$ cat config.mk
export PLATFORM = sky130hd
export DESIGN_NAME = spi_polslave
export DESIGN_NICKNAME = d
export VERILOG_FILES = /design/src/rtl/spi_polslave_pkg.sv /design/src/rtl/ps_sync.sv /design/src/rtl/ps_edge_sel.sv /design/src/rtl/ps_regfile.sv /design/src/rtl/spi_polslave.sv
export SDC_FILE = /design/constraint.sdc
export NUM_CORES = 1
export LEC_CHECK = 0
export BUFFER_PORTS_ARGS = -buffer_cell sky130_fd_sc_hd__buf_2
export CAP_MARGIN = 20
export CORE_MARGIN = 5
export CORE_UTILIZATION = 30
export CTS_BUF_LIST = sky130_fd_sc_hd__clkbuf_4 sky130_fd_sc_hd__clkbuf_8 sky130_fd_sc_hd__clkbuf_16
export CTS_CLUSTER_DIAMETER = 200
export DETAILED_ROUTE_END_ITERATION = 12
export PLACE_DENSITY = 0.46
export SLEW_MARGIN = 30
export SYNTH_ARGS = -nofsm -noshare
export SYNTH_HDL_FRONTEND = slang
export SYNTH_SLANG_ARGS = --single-unit
$ cat constraint.sdc
create_clock -name clk -period 2.4 [get_ports clk]
set_clock_uncertainty 0.1 [all_clocks]
set_input_delay 0.12 -clock clk [delete_from_list [all_inputs] [get_ports clk]]
set_output_delay 0.12 -clock clk [all_outputs]
set_load 0.01 [all_outputs]
$ cat src/rtl/spi_polslave_pkg.sv
package spi_polslave_pkg;

    typedef enum logic [2:0] {
        ST_IDLE,
        ST_ADDR,
        ST_WDATA,
        ST_RDATA,
        ST_DONE
    } ps_state_e;

    localparam int CTRL_IDX = 0;
    localparam int MEAS_IDX = 1;
    localparam int SHDN_BIT = 0;

endpackage

$ cat src/rtl/ps_sync.sv
module ps_sync #(
    parameter int W      = 3,
    parameter int STAGES = 2
) (
    input  logic         clk,
    input  logic         rst_n,
    input  logic [W-1:0] d_i,
    output logic [W-1:0] q_o
);
    logic [W-1:0] stg_q [STAGES];

    for (genvar s = 0; s < STAGES; s++) begin : g_stage
        if (s == 0) begin : g_first
            always_ff @(posedge clk or negedge rst_n) begin
                if (!rst_n) stg_q[s] <= '0;
                else        stg_q[s] <= d_i;
            end
        end else begin : g_next
            always_ff @(posedge clk or negedge rst_n) begin
                if (!rst_n) stg_q[s] <= '0;
                else        stg_q[s] <= stg_q[s-1];
            end
        end
    end

    assign q_o = stg_q[STAGES-1];
endmodule

$ cat src/rtl/ps_edge_sel.sv
module ps_edge_sel (
    input  logic clk,
    input  logic rst_n,
    input  logic cs_s_i,
    input  logic sclk_s_i,
    output logic start_o,
    output logic cap_o,
    output logic shf_o
);
    logic cs_q, sclk_q, pol_q;
    logic rise, fall, live;

    always_ff @(posedge clk or negedge rst_n) begin
        if (!rst_n) begin
            cs_q   <= 1'b0;
            sclk_q <= 1'b0;
            pol_q  <= 1'b0;
        end else begin
            cs_q   <= cs_s_i;
            sclk_q <= sclk_s_i;
            if (cs_s_i && !cs_q) pol_q <= sclk_s_i;
        end
    end

    assign rise    = sclk_s_i & ~sclk_q;
    assign fall    = ~sclk_s_i & sclk_q;
    assign live    = cs_s_i & cs_q;
    assign start_o = cs_s_i & ~cs_q;
    assign cap_o   = live & (pol_q ? rise : fall);
    assign shf_o   = live & (pol_q ? fall : rise);

    // polarity only moves at the start of a transfer
    p_pol_hold_r2: assert property (@(posedge clk) disable iff (!rst_n)
        $past(cs_q) |-> $stable(pol_q));

    // one edge kind per clock, never both
    p_edge_excl_r2: assert property (@(posedge clk) disable iff (!rst_n)
        $onehot0({cap_o, shf_o}));
endmodule

$ cat src/rtl/ps_regfile.sv
module ps_regfile
    import spi_polslave_pkg::*;
#(
    parameter int DW       = 8,
    parameter int NUM_REGS = 4,
    parameter int AW       = 7
) (
    input  logic          clk,
    input  logic          rst_n,
    input  logic          we_i,
    input  logic [AW-1:0] waddr_i,
    input  logic [DW-1:0] wdata_i,
    input  logic [AW-1:0] raddr_i,
    input  logic [DW-1:0] meas_i,
    output logic [DW-1:0] rdata_o,
    output logic          shutdown_o
);
    logic [NUM_REGS-1:0][DW-1:0] rw_q;

    always_ff @(posedge clk or negedge rst_n) begin
        if (!rst_n) begin
            rw_q <= '0;
        end else if (we_i) begin
            for (int i = 0; i < NUM_REGS; i++) begin
                if (waddr_i == AW'(i) && i != MEAS_IDX) rw_q[i] <= wdata_i;
            end
        end
    end

    always_comb begin
        rdata_o = '0;
        for (int i = 0; i < NUM_REGS; i++) begin
            if (raddr_i == AW'(i)) rdata_o = (i == MEAS_IDX) ? meas_i : rw_q[i];
        end
    end

    assign shutdown_o = rw_q[CTRL_IDX][SHDN_BIT];

    // registers only move on a completed write
    p_rw_stable_r5: assert property (@(posedge clk) disable iff (!rst_n)
        !we_i |=> $stable(rw_q));

    // measurement slot never holds written data
    p_meas_slot_r10: assert property (@(posedge clk) disable iff (!rst_n)
        rw_q[MEAS_IDX] == '0);
endmodule

$ cat src/rtl/spi_polslave.sv
module spi_polslave
    import spi_polslave_pkg::*;
#(
    parameter int DW          = 8,
    parameter int NUM_REGS    = 4,
    parameter int SYNC_STAGES = 2
) (
    input  logic          clk,
    input  logic          rst_n,
    input  logic          sel_i,
    input  logic          sclk_i,
    input  logic          mosi_i,
    input  logic [DW-1:0] meas_i,
    output logic          miso_o,
    output logic          miso_oe_o,
    output logic          shutdown_o
);
    localparam int AW  = DW - 1;
    localparam int BCW = $clog2(DW);

    logic          cs_s, sclk_s, mosi_s;
    logic          start, cap, shf;
    ps_state_e     state_q, state_d;
    logic [BCW-1:0] bitcnt_q;
    logic [DW-2:0] shreg_q;
    logic [AW-1:0] addr_q;
    logic [DW-1:0] rd_q, rdata, in_byte;
    logic          miso_q, oe_q, last_bit, we;

    ps_sync #(.W(3), .STAGES(SYNC_STAGES)) u_sync (
        .clk   (clk),
        .rst_n (rst_n),
        .d_i   ({sel_i, sclk_i, mosi_i}),
        .q_o   ({cs_s, sclk_s, mosi_s})
    );

    ps_edge_sel u_edge (
        .clk      (clk),
        .rst_n    (rst_n),
        .cs_s_i   (cs_s),
        .sclk_s_i (sclk_s),
        .start_o  (start),
        .cap_o    (cap),
        .shf_o    (shf)
    );

    assign in_byte  = {shreg_q, mosi_s};
    assign last_bit = (bitcnt_q == BCW'(DW - 1));
    assign we       = (state_q == ST_WDATA) && cap && last_bit;

    ps_regfile #(.DW(DW), .NUM_REGS(NUM_REGS), .AW(AW)) u_regs (
        .clk        (clk),
        .rst_n      (rst_n),
        .we_i       (we),
        .waddr_i    (addr_q),
        .wdata_i    (in_byte),
        .raddr_i    (in_byte[AW-1:0]),
        .meas_i     (meas_i),
        .rdata_o    (rdata),
        .shutdown_o (shutdown_o)
    );

    // state register
    always_ff @(posedge clk or negedge rst_n) begin
        if (!rst_n) state_q <= ST_IDLE;
        else        state_q <= state_d;
    end

    // next state
    always_comb begin
        state_d = state_q;
        if (!cs_s) begin
            state_d = ST_IDLE;
        end else begin
            unique case (state_q)
                ST_IDLE:  if (start) state_d = ST_ADDR;
                ST_ADDR:  if (cap && last_bit)
                              state_d = in_byte[DW-1] ? ST_WDATA : ST_RDATA;
                ST_WDATA: if (cap && last_bit) state_d = ST_DONE;
                ST_RDATA: if (shf && last_bit) state_d = ST_DONE;
                ST_DONE:  state_d = ST_DONE;
                default:  state_d = ST_IDLE;
            endcase
        end
    end

    // datapath and outputs
    always_ff @(posedge clk or negedge rst_n) begin
        if (!rst_n) begin
            bitcnt_q <= '0;
            shreg_q  <= '0;
            addr_q   <= '0;
            rd_q     <= '0;
            miso_q   <= 1'b0;
            oe_q     <= 1'b0;
        end else if (!cs_s) begin
            bitcnt_q <= '0;
            oe_q     <= 1'b0;
        end else begin
            unique case (state_q)
                ST_IDLE: bitcnt_q <= '0;
                ST_ADDR: if (cap) begin
                    shreg_q  <= in_byte[DW-2:0];
                    bitcnt_q <= bitcnt_q + BCW'(1);
                    if (last_bit) begin
                        addr_q   <= in_byte[AW-1:0];
                        rd_q     <= rdata;
                        bitcnt_q <= '0;
                    end
                end
                ST_WDATA: if (cap) begin
                    shreg_q  <= in_byte[DW-2:0];
                    bitcnt_q <= bitcnt_q + BCW'(1);
                end
                ST_RDATA: if (shf) begin
                    miso_q   <= rd_q[DW-1];
                    rd_q     <= {rd_q[DW-2:0], 1'b0};
                    oe_q     <= 1'b1;
                    bitcnt_q <= bitcnt_q + BCW'(1);
                end
                ST_DONE: ;
                default: ;
            endcase
        end
    end

    assign miso_o    = miso_q;
    assign miso_oe_o = oe_q;

    // select low always releases the pad
    p_oe_off_r8: assert property (@(posedge clk) disable iff (!rst_n)
        !cs_s |=> !miso_oe_o);

    // pad driven only in read data or hold
    p_oe_read_r6: assert property (@(posedge clk) disable iff (!rst_n)
        miso_oe_o |-> (state_q == ST_RDATA || state_q == ST_DONE));

    // never drive during the address byte
    p_addr_quiet_r6: assert property (@(posedge clk) disable iff (!rst_n)
        (state_q == ST_ADDR) |-> !miso_oe_o);

    // level holds once the last bit is out
    p_hold_level_r7: assert property (@(posedge clk) disable iff (!rst_n)
        (state_q == ST_DONE && $past(state_q) == ST_DONE) |-> $stable(miso_o));
endmodule

* Word level (Yosys, flattened, before mapping)
Index checks and enable logic that the tools add are counted. Widths: inputs -> output; s select.
Storage, ports and cells: word-level logic and storage cells 95, input bits 13, output and inout bits 3, bits in registers 63
Operators by class: bitwise gates (word level) 9, reductions and logical operators 21, multiplexer cells 26, add/subtract/negate cells 1, equality and inequality tests 23
Operators by type and width (count):
- $mux 8 | 7
- $mux 3 | 10
- $eq 7x2->1 const B | 4
- $ne 3x3->1 const B | 7
- $pmux 8 s2 | 1
- $pmux 3 s5 | 1
- $logic_not 7->1 | 2
- $pmux 3 s4 | 1
- $reduce_and 4->1 | 3
- $ne 2x2->1 const B | 5
- $reduce_and 2->1 | 4
- $eq 7x1->1 const B | 1
- $and 1x1->1 | 6
- $eq 3x2->1 const B | 2
- $eq 3x3->1 const B | 2
- $mux 1 | 6
- $reduce_and 3->1 | 2
- $logic_and 1x1->1 | 5
- $ne 5x5->1 const B | 1
- $reduce_and 5->1 | 1
- $add 3x1->3 const B | 1
- $eq 3x1->1 const B | 1
- $logic_not 3->1 | 1
- $not 1->1 | 3
- 3 further kinds | 3

* Logic depth before layout (Yosys ltp)
depth after elaboration 8, depth in mapped cells 7, mapped depth without buffers 6

* By module
Synthesis repeated with hierarchy kept, for this count alone.
Second synthesis, totals: cell total of the unflattened synthesis 213, area, all modules 2952.8 um2
Modules (own cells, without submodules):
- spi_polslave | instances 1, area an instance 1450.1 um2, cells each 117, seq. area each 750.7 um2
- ps_regfile | instances 1, area an instance 1191.1 um2, cells each 75, seq. area each 600.6 um2
- ps_sync | instances 1, area an instance 172.7 um2, cells each 9, seq. area each 150.1 um2
- ps_edge_sel | instances 1, area an instance 138.9 um2, cells each 12, seq. area each 75.1 um2

* Least setup slack after synthesis
Ideal clock, no wire load.
path kind register to register, from register bitcnt_q[0], to register u_regs.rw_q[1] in the netlist's numbering, data required time 2.175 ns, period minus slack after synthesis 2.246 ns, buffers on the path 1, cell stages (with the launch flop) 8, arrival time 2.021 ns, library setup time 0.125 ns, slack 0.154 ns, cell sequence dfrtp_1 > ha_1 > ha_1 > nor4b_1 > nand3_1 > or4_4 > buf_6 > mux2_4
On the way: longest elaborated chain between the ends 3
Ends and longest elaborated chain:
- from (decl) | line spi_polslave.sv:24 | logic [BCW-1:0] bitcnt_q;
- from (signal assigned) | line spi_polslave.sv:104 | bitcnt_q <= bitcnt_q + BCW'(1);
- from (signal assigned) | line spi_polslave.sv:113 | bitcnt_q <= bitcnt_q + BCW'(1);
- from (signal assigned) | line spi_polslave.sv:119 | bitcnt_q <= bitcnt_q + BCW'(1);
- $eq 3x3->1 | line spi_polslave.sv:48 | assign last_bit = (bitcnt_q == BCW'(DW - 1));
- $logic_and 1x1->1 | line spi_polslave.sv:49 | assign we = (state_q == ST_WDATA) && cap && last_bit;
- $reduce_and 2->1 (no source line)
- to (signal, indexed assignment) | line ps_regfile.sv:25 | if (waddr_i == AW'(i) && i != MEAS_IDX) rw_q[i] <= wdata_i;
- to (decl) | line ps_regfile.sv:18 | logic [NUM_REGS-1:0][DW-1:0] rw_q;
No other way between the ends. A chain may end at the register's enable or synchronous reset.

* Worst setup path after layout
from register bitcnt_q[0], to register u_regs.rw_q[6] in the netlist's numbering
Same word-level chain as after synthesis.

==> results by group <==
Status
  – Status: complete, no violations

Placed design
  – Port-buffer cells: 15
  – Routability cong.: 0.7193
  – Inst Count DP: 359
  – DP Wirelength: 4.342 mm

Timing
  – Slew Limit Headroom: 0.6343
  – RSZ-0062 raised after global routing: false
  – Fin crit period: 2.280 ns
  – Max-slew violations: 0
  – Tightest Pin Transition: 0.5485 ns
  – Final period util: 0.9501
  – Final setup vio count: 0
  – Min Hold Slack: 0.2049 ns
  – Max frequency: 438.6 MHz
  – Setup TNS: 0 ns
  – Fin. Hold Viols: 0

Clocking
  – Number of CTS-inserted buffers: 9
  – Worst-path clk slew: 0.07 ns
  – CTS tree: built
  – Clk buf depth: 2
  – H-tree depth: 3
  – Setup Buffers After CTS: 0
  – CTS Root Cell: clkbuf_8
  – Sink Count: 63
  – Later-pin clock latency in the skew report: 0.33 ns

Pwr
  – Peak supply drop: 0.0003402 V
  – Leak: 1.636 nW
  – Power Density: 663.9 nW/um2
  – Power Total: 2.377 mW

Synth
  – Avg Cell Area, Syn: 14.40 um2
  – Synth Register Bits: 63
  – Synthesized area: 3010 um2
  – Sequential fraction of the synthesis area: 0.5237
  – Top-area cell type share of the netlist area: 0.5237
  – Mapped Cells: 209
  – Yosys warnings: 0
  – Leading area contributor after synthesis: dfrtp_1
  – Ys flop type: dfrtp_1
  – Post-synth cell types: 49
  – Post-synth EDFFs: 0
  – Ys async rst share: 1.000
  – Syn_nets: 224
  – Synth top area cells: dfrtp_1 (52%), mux2_2 (15%), mux4_2 (6.0%)

GRT
  – Total congestion overflow: 0
  – Vias in the first global route: 1932
  – GRT Resource Usage Total: 0.1174
  – Largest net degree at the start of global routing: 64
  – First-pass GRT wire length: 10.62 mm
  – Initial antenna violation count: 0

Finish
  – Area Overhead vs Synth: 18.95%
  – Share of post-route cells with drive strength above 1: 0.4571
  – Nets: 256
  – Ant. Diodes: 0
  – Cell Count, Final, Fillers Out: 378
  – Final-layout fill cell count: 967

Detailed routing
  – DRC: 0
  – DR WL/cell: 16.91 um
  – Routed Antenna Nets: 0
  – Routed wl met2: 2.883 mm
  – DR iter-0 viols: 59
  – DRT met1 WL: 3.260 mm
  – Highest routed layer: met4
  – Met3 wire length: 196 um
  – Pre-antenna DRT Iters: 4
  – Routed wire length: 6.392 mm
  – Vias: 1817
  – Vias/cell: 4.807

Floorplan
  – Die Ht: 110.2 um
  – Starting Density: 0.3080
  – I/O pin cnt: 16
  – Core Region: 9774 um2
  – DIE AREA: 12140 um2
  – Die X: 110.2 um
  – Std cell rows: 36

Min path
  – Worst hold path type: input port to asynchronous set/reset pin

Setup path
  – Startpoint Class: register
  – Critical path data arrival time: 2.40 ns
  – Kind of critical path: register to register
  – Critical Path Fanout Max: 8
  – Critical path required time: 2.52 ns
  – Setup crit end kind: register

Job
  – Max-Cap Viols: 0
==> synthesized netlist by cell type (2+ instances only) <==
cell / n
o22ai_1: 2
ha_1: 2
mux4_2: 8
xnor2_1: 2
clkbuf_1: 5
nand3b_1: 2
nand2_1: 3
nor3b_1: 3
nand3_1: 3
mux2_2: 40
buf_2: 4
nand4b_1: 3
o211ai_1: 4
nand2b_1: 2
a21oi_1: 3
dfrtp_1: 63
a22o_1: 7
nor3_1: 2
inv_1: 3
nand4_1: 2
nor2_1: 2
a21o_1: 3
o21ai_0: 4
nor2b_1: 5
mux2_4: 8
==> power breakdown <==
part           internal (mW)  leakage, nW  switching (mW)
sequential              1.09        0.848          0.0860
clock                  0.541        0.102           0.395
combinational          0.137        0.686           0.125
total                   1.77         1.64           0.606
==> cells in the final DEF (no fill, tap or decap), types with 2 or more instances in the layout <==
| cell type | synthesis | layout |
|---|---|---|
| a21o_1 | 3 | 3 |
| a21oi_1 | 3 | 3 |
| a22o_1 | 7 | 7 |
| buf_12 | 0 | 2 |
| buf_2 | 4 | 15 |
| buf_4 | 0 | 11 |
| clkbuf_8 | 0 | 11 |
| dfrtp_1 | 63 | 63 |
| dlygate4sd3_1 | 0 | 4 |
| ha_1 | 2 | 2 |
| inv_1 | 3 | 3 |
| mux2_2 | 40 | 40 |
| mux2_4 | 8 | 8 |
| mux4_2 | 8 | 8 |
| nand2_1 | 3 | 3 |
| nand2b_1 | 2 | 2 |
| nand3_1 | 3 | 2 |
| nand3b_1 | 2 | 2 |
| nand4_1 | 2 | 2 |
| nand4b_1 | 3 | 3 |
| nor2_1 | 2 | 2 |
| nor2b_1 | 5 | 5 |
| nor3_1 | 2 | 2 |
| nor3b_1 | 3 | 3 |
| nor4b_4 | 1 | 2 |
| o211ai_1 | 4 | 4 |
| o21ai_0 | 4 | 4 |
| o22ai_1 | 2 | 2 |
| xnor2_1 | 2 | 2 |
==> routing by layer <==
layer / vias to the layer above / global-route usage
met1: 935 / 0.1684
met3: 5 / 0.03087
met5: - / 0
met4: 0 / 0.04222
met2: 21 / 0.1703
li1: 856 / -
==> critical path: stages (launching register included) <==
cell and delay, ns:
dfrtp_1 0.38, ha_1 0.17, ha_1 0.17, nor4b_4 0.20, nand3_2 0.14, or4_4 0.67, mux2_4 0.34
==> final cells by class <==
cell class / instances / area (um2) / area share
Sequential cell: 63 / 1577 / 0.4403
Clock buffer: 12 / 158.9 / 0.04437
Inverter: 3 / 11.26 / 0.003145
Clock inverter: 3 / 42.54 / 0.01188
Multi-Input combinational cell: 132 / 1388 / 0.3875
Tap cell: 133 / 166.4 / 0.04647
Timing Repair Buffer: 32 / 237.7 / 0.06639
==> final timing paths <==
kind | endpoint | start | slack (ns) | cells after the start
min in group clk | u_sync.q_o[0] | u_sync.stg_q[3] | 0.25 | 0
min reg2reg | u_sync.q_o[0] | u_sync.stg_q[3] | 0.25 | 0
max | u_regs.rw_q[6] | bitcnt_q[0] | 0.12 | 6
max in group asynchronous | shreg_q[2] | rst_n | 1.68 | 3
min | u_edge.pol_q | rst_n | 0.20 | 3
max reg2reg | u_regs.rw_q[6] | bitcnt_q[0] | 0.12 | 6
==> registers in the layout, summed over array words and instances, names as in the netlist, 3 cells and up <==
| signal | flops |
|---|---|
| state_q | 3 |
| u_regs.rw_q | 23 |
| u_sync.q_o | 3 |
| bitcnt_q | 3 |
| addr_q | 7 |
| rd_q | 8 |
| shreg_q | 7 |
| u_sync.stg_q | 3 |
==> stage by stage <==
stage | worst slack, ns | instance area (um2) | utilization
2_1_floorplan | 0.1542 | 3010 | -
3_3_place_gp | 0.1566 | 3319 | 0.3396
3_5_place_dp | 0.1206 | 3319 | 0.3396
4_1_cts | 0.09524 | 3561 | 0.3643
5_1_grt | 0.002147 | 3581 | 0.3664
6_report | 0.1198 | 3581 | 0.3664
==> kinds of logic after synthesis <==
kind of cell    Yosys count  share of synthesized area
simple gates             38                    0.09643
xor+xnor                  2                   0.005820
buf+inv                  14                    0.02203
compound gates           34                    0.09435
flops                    63                     0.5237
fa+ha+maj                 2                   0.008311
mux                      56                     0.2494
==> repair_timing <==
item / 4_1_cts / 5_1_grt
hold buffers: 4 / 0
gates resized for setup: 0 / 3
setup endpoints to repair: 0 / 8
hold endpoints to repair: 66 / 0
Power figures use the tool's default switching activity.
